<file path="src/rtl/mfc_pkg.sv">
// Package: shared constants and the constant function that fills the
// filter factor table. Assumes N is a power of two and frac < 62.
package mfc_pkg;

    localparam int IN_STAGES  = 2;  // input rounding + table read
    localparam int MUL_STAGES = 4;  // complex multiplier
    localparam int ADD_STAGES = 1;  // complex adder
    localparam int OUT_STAGES = 1;  // output rounding
    localparam int PIPE_LAT   = IN_STAGES + MUL_STAGES + ADD_STAGES + OUT_STAGES;

    // Map an unsigned transform index to its signed frequency.
    function automatic int signed_freq(input int k, input int n);
        if (k < n / 2) return k;
        return k - n;
    endfunction

    // Imaginary factor p/(p^2+q^2) scaled by 2^frac, rounded half away
    // from zero and clamped to a cw-bit symmetric range.
    function automatic longint factor_val(input int r, input int c, input int n,
                                          input int frac, input int cw);
        int     p;
        int     q;
        longint d;
        longint num;
        longint mag;
        longint lim;
        p = signed_freq(r, n);
        q = signed_freq(c, n);
        d = longint'(p * p + q * q);
        if (d == 0) return 0;
        num = longint'(p) <<< frac;
        if (num < 0) mag = ((-num) * 2 + d) / (2 * d);
        else         mag = (num * 2 + d) / (2 * d);
        lim = (longint'(1) <<< (cw - 1)) - 1;
        if (mag > lim) mag = lim;
        if (num < 0) return -mag;
        return mag;
    endfunction

endpackage

</file>
<file path="src/rtl/mfc_round.sv">
// Registered rounder: drops SHIFT low bits of a signed value with round
// half away from zero, then clamps to +/-(2^(OW-1)-1).
// Assumes IW >= OW and IW - SHIFT >= 1.
module mfc_round #(
    parameter int IW    = 22,
    parameter int OW    = 18,
    parameter int SHIFT = 4
) (
    input  logic                 clk,
    input  logic                 rst_n,
    input  logic signed [IW-1:0] din,
    output logic signed [OW-1:0] dout
);
    localparam int EW = IW + 1;
    localparam logic signed [EW-1:0] HALF  = EW'((64'd1 << SHIFT) >> 1);
    localparam logic signed [EW-1:0] NBIAS = (SHIFT > 0) ? HALF - EW'(1) : EW'(0);
    localparam logic signed [EW-1:0] MAXV  = EW'((64'd1 << (OW - 1)) - 64'd1);

    logic signed [EW-1:0] ext;
    logic signed [EW-1:0] biased;
    logic signed [EW-1:0] shifted;
    logic signed [EW-1:0] clamped;

    // Bias toward zero-symmetric rounding, shift, then clamp.
    always_comb begin
        ext     = EW'(din);
        biased  = din[IW-1] ? (ext + NBIAS) : (ext + HALF);
        shifted = biased >>> SHIFT;
        if (shifted > MAXV)       clamped = MAXV;
        else if (shifted < -MAXV) clamped = -MAXV;
        else                      clamped = shifted;
    end

    // Register the rounded result.
    always_ff @(posedge clk) begin
        if (!rst_n) dout <= '0;
        else        dout <= OW'(clamped);
    end
endmodule

</file>
<file path="src/rtl/mfc_factor_rom.sv">
// Constant filter factor table with PORTS registered read ports.
// The real and imaginary parts are kept as separate arrays. Contents
// are computed at elaboration from mfc_pkg::factor_val.
module mfc_factor_rom #(
    parameter int LOG2N     = 3,
    parameter int COEF_W    = 16,
    parameter int COEF_FRAC = 14,
    parameter int PORTS     = 2
) (
    input  logic                               clk,
    input  logic                               rst_n,
    input  logic [PORTS-1:0][LOG2N-1:0]        rd_row,
    input  logic [PORTS-1:0][LOG2N-1:0]        rd_col,
    output logic [PORTS-1:0][COEF_W-1:0]       rd_re,
    output logic [PORTS-1:0][COEF_W-1:0]       rd_im
);
    localparam int N     = 1 << LOG2N;
    localparam int DEPTH = N * N;

    logic [COEF_W-1:0] tab_re [DEPTH];
    logic [COEF_W-1:0] tab_im [DEPTH];

    // Fill both tables with constants.
    for (genvar e = 0; e < DEPTH; e++) begin : g_fill
        assign tab_re[e] = '0;
        assign tab_im[e] = COEF_W'(mfc_pkg::factor_val(e / N, e % N, N, COEF_FRAC, COEF_W));
    end

    // One registered lookup per port.
    for (genvar k = 0; k < PORTS; k++) begin : g_port
        always_ff @(posedge clk) begin
            if (!rst_n) begin
                rd_re[k] <= '0;
                rd_im[k] <= '0;
            end else begin
                rd_re[k] <= tab_re[{rd_row[k], rd_col[k]}];
                rd_im[k] <= tab_im[{rd_row[k], rd_col[k]}];
            end
        end
    end
endmodule

</file>
<file path="src/rtl/mfc_cmul.sv">
// Four-stage pipelined complex multiplier built from four real products.
// Stage 1 registers the operands, stage 2 the products, stage 3 re-times
// the products, and stage 4 forms re = rr - ii and im = ri + ir.
// Full precision, no rounding.
module mfc_cmul #(
    parameter int AW = 18,
    parameter int BW = 16,
    localparam int PW = AW + BW,
    localparam int YW = PW + 1
) (
    input  logic                 clk,
    input  logic                 rst_n,
    input  logic signed [AW-1:0] a_re,
    input  logic signed [AW-1:0] a_im,
    input  logic signed [BW-1:0] b_re,
    input  logic signed [BW-1:0] b_im,
    output logic signed [YW-1:0] y_re,
    output logic signed [YW-1:0] y_im
);
    logic signed [AW-1:0] ar_q, ai_q;
    logic signed [BW-1:0] br_q, bi_q;
    logic signed [PW-1:0] p_rr, p_ii, p_ri, p_ir;
    logic signed [PW-1:0] q_rr, q_ii, q_ri, q_ir;

    // Stage 1: capture the operands.
    always_ff @(posedge clk) begin
        if (!rst_n) begin
            ar_q <= '0; ai_q <= '0; br_q <= '0; bi_q <= '0;
        end else begin
            ar_q <= a_re; ai_q <= a_im; br_q <= b_re; bi_q <= b_im;
        end
    end

    // Stage 2: four real products.
    always_ff @(posedge clk) begin
        if (!rst_n) begin
            p_rr <= '0; p_ii <= '0; p_ri <= '0; p_ir <= '0;
        end else begin
            p_rr <= PW'(ar_q) * PW'(br_q);
            p_ii <= PW'(ai_q) * PW'(bi_q);
            p_ri <= PW'(ar_q) * PW'(bi_q);
            p_ir <= PW'(ai_q) * PW'(br_q);
        end
    end

    // Stage 3: re-time the products ahead of the add/subtract.
    always_ff @(posedge clk) begin
        if (!rst_n) begin
            q_rr <= '0; q_ii <= '0; q_ri <= '0; q_ir <= '0;
        end else begin
            q_rr <= p_rr; q_ii <= p_ii; q_ri <= p_ri; q_ir <= p_ir;
        end
    end

    // Stage 4: subtract for the real part, add for the imaginary part.
    always_ff @(posedge clk) begin
        if (!rst_n) begin
            y_re <= '0; y_im <= '0;
        end else begin
            y_re <= YW'(q_rr) - YW'(q_ii);
            y_im <= YW'(q_ri) + YW'(q_ir);
        end
    end
endmodule

</file>
<file path="src/rtl/mfc_coef_unit.sv">
// Modal Fourier coefficient unit. Rounds two input spectra to MUL_W bits,
// looks up the shared filter factor (x at row/col, y at col/row),
// multiplies each spectrum by its factor, adds the two products and
// rounds the sum to OUT_W bits. Fixed latency of mfc_pkg::PIPE_LAT
// cycles. A valid bit travels with the data. Assumes IN_W >= MUL_W.
module mfc_coef_unit #(
    parameter int LOG2N     = 3,
    parameter int IN_W      = 22,
    parameter int MUL_W     = 18,
    parameter int COEF_W    = 16,
    parameter int COEF_FRAC = 14,
    parameter int OUT_W     = 16
) (
    input  logic                    clk,
    input  logic                    rst_n,
    input  logic                    in_valid,
    input  logic [LOG2N-1:0]        in_row,
    input  logic [LOG2N-1:0]        in_col,
    input  logic signed [IN_W-1:0]  sx_re,
    input  logic signed [IN_W-1:0]  sx_im,
    input  logic signed [IN_W-1:0]  sy_re,
    input  logic signed [IN_W-1:0]  sy_im,
    output logic                    out_valid,
    output logic signed [OUT_W-1:0] out_re,
    output logic signed [OUT_W-1:0] out_im
);
    localparam int LAT    = mfc_pkg::PIPE_LAT;
    localparam int LANES  = 4;
    localparam int PATHS  = 2;
    localparam int IN_SH  = IN_W - MUL_W;
    localparam int PROD_W = MUL_W + COEF_W + 1;
    localparam int SUM_W  = PROD_W + 1;

    logic signed [IN_W-1:0]  lane_in  [LANES];
    logic signed [MUL_W-1:0] lane_rnd [LANES];
    logic signed [MUL_W-1:0] lane_d   [LANES];
    logic [LOG2N-1:0]        row_q, col_q;
    logic [PATHS-1:0][LOG2N-1:0]  rom_row, rom_col;
    logic [PATHS-1:0][COEF_W-1:0] rom_re, rom_im;
    logic signed [PROD_W-1:0] prod_re [PATHS];
    logic signed [PROD_W-1:0] prod_im [PATHS];
    logic signed [SUM_W-1:0]  sum_re, sum_im;
    logic [LAT-1:0]           vpipe;

    assign lane_in[0] = sx_re;
    assign lane_in[1] = sx_im;
    assign lane_in[2] = sy_re;
    assign lane_in[3] = sy_im;

    // Input rounding, one rounder per spectrum component.
    for (genvar l = 0; l < LANES; l++) begin : g_in_rnd
        mfc_round #(.IW(IN_W), .OW(MUL_W), .SHIFT(IN_SH)) u_rnd (
            .clk(clk), .rst_n(rst_n), .din(lane_in[l]), .dout(lane_rnd[l])
        );
    end

    // Capture the indices alongside the rounded data.
    always_ff @(posedge clk) begin
        if (!rst_n) begin
            row_q <= '0;
            col_q <= '0;
        end else begin
            row_q <= in_row;
            col_q <= in_col;
        end
    end

    // Delay the rounded data one cycle to line it up with the table read.
    always_ff @(posedge clk) begin
        if (!rst_n) begin
            for (int l = 0; l < LANES; l++) lane_d[l] <= '0;
        end else begin
            for (int l = 0; l < LANES; l++) lane_d[l] <= lane_rnd[l];
        end
    end

    // Port 0 serves the x path, port 1 the y path at the transposed address.
    assign rom_row[0] = row_q;
    assign rom_col[0] = col_q;
    assign rom_row[1] = col_q;
    assign rom_col[1] = row_q;

    mfc_factor_rom #(
        .LOG2N(LOG2N), .COEF_W(COEF_W), .COEF_FRAC(COEF_FRAC), .PORTS(PATHS)
    ) u_rom (
        .clk(clk), .rst_n(rst_n),
        .rd_row(rom_row), .rd_col(rom_col),
        .rd_re(rom_re), .rd_im(rom_im)
    );

    // One complex multiplier per gradient path.
    for (genvar g = 0; g < PATHS; g++) begin : g_path
        mfc_cmul #(.AW(MUL_W), .BW(COEF_W)) u_cmul (
            .clk(clk), .rst_n(rst_n),
            .a_re(lane_d[2*g]), .a_im(lane_d[2*g+1]),
            .b_re(signed'(rom_re[g])), .b_im(signed'(rom_im[g])),
            .y_re(prod_re[g]), .y_im(prod_im[g])
        );
    end

    // Complex adder: real and imaginary sums in parallel.
    always_ff @(posedge clk) begin
        if (!rst_n) begin
            sum_re <= '0;
            sum_im <= '0;
        end else begin
            sum_re <= SUM_W'(prod_re[0]) + SUM_W'(prod_re[1]);
            sum_im <= SUM_W'(prod_im[0]) + SUM_W'(prod_im[1]);
        end
    end

    // Output rounding to the width of the following inverse transform.
    mfc_round #(.IW(SUM_W), .OW(OUT_W), .SHIFT(COEF_FRAC)) u_out_re (
        .clk(clk), .rst_n(rst_n), .din(sum_re), .dout(out_re)
    );
    mfc_round #(.IW(SUM_W), .OW(OUT_W), .SHIFT(COEF_FRAC)) u_out_im (
        .clk(clk), .rst_n(rst_n), .din(sum_im), .dout(out_im)
    );

    // Valid bit shifted along with the data.
    always_ff @(posedge clk) begin
        if (!rst_n) vpipe <= '0;
        else        vpipe <= {vpipe[LAT-2:0], in_valid};
    end

    assign out_valid = vpipe[LAT-1];
endmodule

</file>
<file path="config.mk">
export PLATFORM = sky130hd
export DESIGN_NAME = mfc_coef_unit
export DESIGN_NICKNAME = d
export VERILOG_FILES = /design/src/rtl/mfc_pkg.sv /design/src/rtl/mfc_round.sv /design/src/rtl/mfc_factor_rom.sv /design/src/rtl/mfc_cmul.sv /design/src/rtl/mfc_coef_unit.sv
export SDC_FILE = /design/constraint.sdc
export NUM_CORES = 2
export LEC_CHECK = 0
export CAP_MARGIN = 40
export CORE_MARGIN = 4
export CORE_UTILIZATION = 35
export CTS_BUF_LIST = sky130_fd_sc_hd__clkbuf_2 sky130_fd_sc_hd__clkbuf_4 sky130_fd_sc_hd__clkbuf_8
export CTS_CLUSTER_DIAMETER = 120
export DETAILED_ROUTE_END_ITERATION = 12
export GPL_ROUTABILITY_DRIVEN = 0
export PLACE_DENSITY = 0.56
export SYNTH_ARGS = -nofsm -noshare
export SYNTH_HDL_FRONTEND = slang
export SYNTH_HIERARCHICAL = 1
export SYNTH_SLANG_ARGS = --single-unit
</file>
<file path="constraint.sdc">
create_clock -name clk -period 20 [get_ports clk]
set_clock_uncertainty 0.2 [all_clocks]
set_input_delay 3 -clock clk [delete_from_list [all_inputs] [get_ports clk]]
set_output_delay 3 -clock clk [all_outputs]
set_load 0.02 [all_outputs]
</file>
==> metrics.md <==
| Metric | Value |
|---|---|
| Worst EP arrival | around 8.5 ns |
| Family with the most delay on the worst path | adder cells |
| Via count | 96000 |
| Initial Utilization | 35.2% |
| I/O Buffers | roughly 130 |
| Clock sinks | around 1100 |
| Inst Count DP | 19300 |
| Crit path time final | 7.80 ns |
| Peak Freq | between 0.1 and 0.15 GHz |
| Layout cells sized above 1 | between 5 and 6% |
| Crit path max fanout | 13 |
| # rows | 226 |
| Post-synth ARST share | 0% |
| H-tree depth | 4 |
| First-pass GRT wire length | ~580000 um |
| Synth cell types | 127 |
| Util after Layout | a little under two fifths |
| Most common cell after layout, fill and taps aside | inv_1 |
| Average wire per standard cell | 18.2 um |
| Synth Register Bits | 1114 |
| Status | completed |
| Yosys Warn Count | 6 |
| Sw power | 2490 uW |
| Post-synthesis sequential area ratio | between 15 and 20% |
| CTS Buf Count | 207 |
| Tot Pwr | between 7000 and 8000 uW |
| Finished Layout Cells | between 15000 and 20000 |
| CTS clk-pin slew, worst paths | 0.07 ns |
| Syn avg cell area | around 9.1 um^2 |
| Comb power frac | 28.0% |
| Setup TNS | 0 ns |
| Die Span X | 627 um |
| Most frequent cells in the layout | inv_1 (2862), fa_1 (2326), and2_1 (1644), nand2_1 (1421), dfxtp_1 (1093) |
| Resize count post-CTS | 0 |
| Synth area leaders | fa_1 (35%), dfxtp_1 (17%), ha_1 (8.6%), inv_1 (8.0%), and2_1 (7.7%) |
| Top cell type's share of synthesized area | 34.8% |
| DRC violations left | 0 |
| R2R cell count | 19 |
| Number of filler cells placed in the layout | 38700 |
| Reg2reg end | g_path[1].u_cmul/p_ir[31] |
| Core area | 0.380 mm^2 |
| Post-CTS setup buffers | 0 |
| CP endpoint kind | flop |
| Worst R2R Start | g_path[1].u_cmul/br_q[15] |
| CTS Hold Buffers Added | 0 |
| Worst slew margin | 36.9% |
| Reg power frac | 36.0% |
| Sw frac | 34.6% |
| Finish-stage setup viols | 0 |
| Final hold violation count | 0 |
| CP Class | flop to flop |
| Worst-path cell chain | clkinv_1, nor2_1, fa_1, fa_1, fa_1, fa_1, fa_1, inv_1, fa_1, inv_1, ha_1, a21oi_1, o21ai_0, a221o_1, o41ai_2, o2111ai_2, o31ai_1, xor2_1, nor2_1 |
| Number of flops mapped to enable cells by yosys | 0 |
| Critical Path RT | roughly 21 ns |
| CTS tree | done |
| Max clock buf depth | 4 |
| Nets | between 15000 and 20000 |
| CP Launch Type | flop |
| Area Overhead vs Synth | 8.08% |
| Critical Path Start | g_path[1].u_cmul/br_q[15] |
| RSZ-0062 raised after global routing | no |
| Worst stage delay on the critical path | 0.80 ns |
| Clock network fraction of total power | 36.1% |
| Avg Vias per Cell | 4.86 |
| Pwr Density | 49.6 mW/mm^2 |
| Tcrit/Tclk final | between 30% and 40% |
| Root buf cell | clkbuf_8 |
| Routed wire length | 360000 um |
| Die Y-Extent | 627 um |
| Die ar. | 0.393 mm^2 |
| Gr usage total | between 10% and 20% |
| Flop2flop setup slack | 12.20 ns |
| Most frequent cell on the critical path | fa_1 |
| Worst path bufs/invs | 3 |
| Final ANT Viol Nets | 0 |
| Pre-antenna DRT Iters | 6 |
| Post-Syn Instances | roughly 15000 |
| # IOs | 130 |
| HP Class | flop to flop |
| Worst Tran Pin Value | 0.947 ns |
| Worst-Skew Late Latency | 1.05 ns |
| Worst path depth | 19 |
| Vias in the first global route | 98400 |
| Worst Setup EP | g_path[1].u_cmul/p_ir[31] |
| Cell Area, Synth | 0.134 mm^2 |
| Max Slew Vio Count | 0 |
| Leakage | 0.0708 uW |
| Max Cap Viol | 0 |
| Area leader, netlist | fa_1 |
| Iter 0 DRT Violations | a little under 7000 |
| Congestion Overflow GR | 0 |
| Largest net degree at the start of global routing | between 150 and 200 |
| P_int | 4690 uW |
| Peak VDD IR | 0.0541 mV |
| Ys flop type | dfxtp_1 |
| HPWL after DPL | 275000 um |
| Slowest cell on crit path | dfxtp_1 |
| Initial antenna violation count | 10 |
==> per-stage QoR <==
stage	setup WS [ns]	hold WS, ns	cell area [um^2]
CTS	12.23	0.222	145000
detailed placement	12.30	0.217	140000
floorplan	13.42	0.212	134000
global route	11.83	0.228	145000
global placement	12.40	0.213	140000
finish	12.20	0.223	145000
==> synth_stat cells (12+ instances only) <==
cell       number
a211oi_1       82
nand4_1        75
a2111oi_0      12
a21boi_0       19
nor3b_1        21
a21oi_1       455
fa_1         2326
dfxtp_1      1114
nand2_1      1421
buf_1          29
o21a_1         63
nor2b_1        50
o21bai_1       38
nor4_1         34
o31a_1         18
ha_1          915
o21ai_1        18
a41oi_1        22
buf_2          37
o211a_1        12
o31ai_1        39
buf_4          41
nand2b_1      133
nor3_1        136
o21ai_0       249
a311oi_1       19
xor2_1        201
and2_1       1644
or4b_1         13
inv_1        2864
a211o_1        15
clkbuf_1      582
and3_1         83
buf_6          22
a21o_1        218
nand3_1       141
a21oi_2        14
xnor2_1       301
o211ai_1       44
a31oi_1        72
mux2i_1        47
or3_1          26
nor2_1        698
and4_1         28
or2_2          24
==> per-layer routing <==
metal  routed length, um  GRT usage (%)  part of all wire, %
met3               21100           2.51                  5.9
met5                  27              0               0.0075
met4               10600           4.98                  3.0
met2              160000           29.2                   44
met1              168000           27.1                   47
==> final cells by class <==
class,instances,area [um^2],share of cell area (%)
multi-input cells,10000,97800,67.5
clock buffers,299,3850,2.66
diodes,15,37.5,0.0259
well taps,5016,6280,4.34
clock inverters,74,1010,0.696
inverters,2873,10800,7.46
flip-flops and latches,1114,22300,15.4
repair buffers,298,2670,1.85
==> sequential cells by signal (all words and copies together), names as in the netlist, 32 cells and up <==
register,flops
g_path.u_cmul/p_rr,68
sum_re,36
g_path.u_cmul/br_q,32
lane_d,72
sum_im,36
g_path.u_cmul/q_ii,68
u_rom/rd_im,32
g_in_rnd.u_rnd/dout,72
g_path.u_cmul/ar_q,36
g_path.u_cmul/p_ri,68
g_path.u_cmul/y_im,70
g_path.u_cmul/y_re,70
g_path.u_cmul/p_ir,68
g_path.u_cmul/q_ri,68
g_path.u_cmul/p_ii,68
g_path.u_cmul/q_ir,68
g_path.u_cmul/bi_q,32
g_path.u_cmul/q_rr,68
g_path.u_cmul/ai_q,36
==> worst min-delay path by stage <==
| stage | startpoint | end | slack (ns) | cells after the start |
|---|---|---|---|---|
| 2_1_floorplan | lane_d[0][18] | g_path[0].u_cmul/ai_q[0] | 0.21 | 1 |
| 3_3_place_gp | lane_d[0][47] | g_path[1].u_cmul/ar_q[11] | 0.21 | 1 |
| 3_5_place_dp | lane_d[0][56] | g_path[1].u_cmul/ai_q[2] | 0.22 | 1 |
| 4_1_cts | g_path[0].u_cmul/p_ii[11] | g_path[0].u_cmul/q_ii[11] | 0.22 | 1 |
| 5_1_grt | g_path[0].u_cmul/p_ii[11] | g_path[0].u_cmul/q_ii[11] | 0.23 | 1 |
| 6_report | g_path[1].u_cmul/p_rr[32] | g_path[1].u_cmul/q_rr[32] | 0.22 | 1 |
==> worst register-to-register path: stages, from the launching register on <==
cell       delay (ns)
dfxtp_1          0.80
clkinv_1         0.76
nor2_1           0.32
fa_1             0.47
fa_1             0.48
fa_1             0.53
fa_1             0.43
fa_1             0.50
inv_1            0.05
fa_1             0.47
inv_1            0.04
ha_1             0.33
a21oi_1          0.33
o21ai_0          0.20
a221o_1          0.37
o41ai_2          0.54
o2111ai_2        0.29
o31ai_1          0.30
xor2_1           0.18
nor2_1           0.05
==> power groups by stage <==
stage	logic, uW	registers [uW]	clock network, uW
after detailed placement	1990	2630	0
final	2010	2580	2590
after floorplan	1410	2550	0
after global routing	2240	2600	2780
after CTS	2000	2580	2680
after global placement	1970	2630	0
==> cells by family after synthesis <==
family	count (synthesis)	synth area share, %
simple gates	4621	17.8
buf+inv	3599	10.4
fa+ha+maj	3241	43.3
compound gates	1587	8.03
flops	1114	16.7
xor+xnor	503	3.30
mux	57	0.461
other cells	1	0.00280
Note: power is estimated with default switching activity, not from simulation.
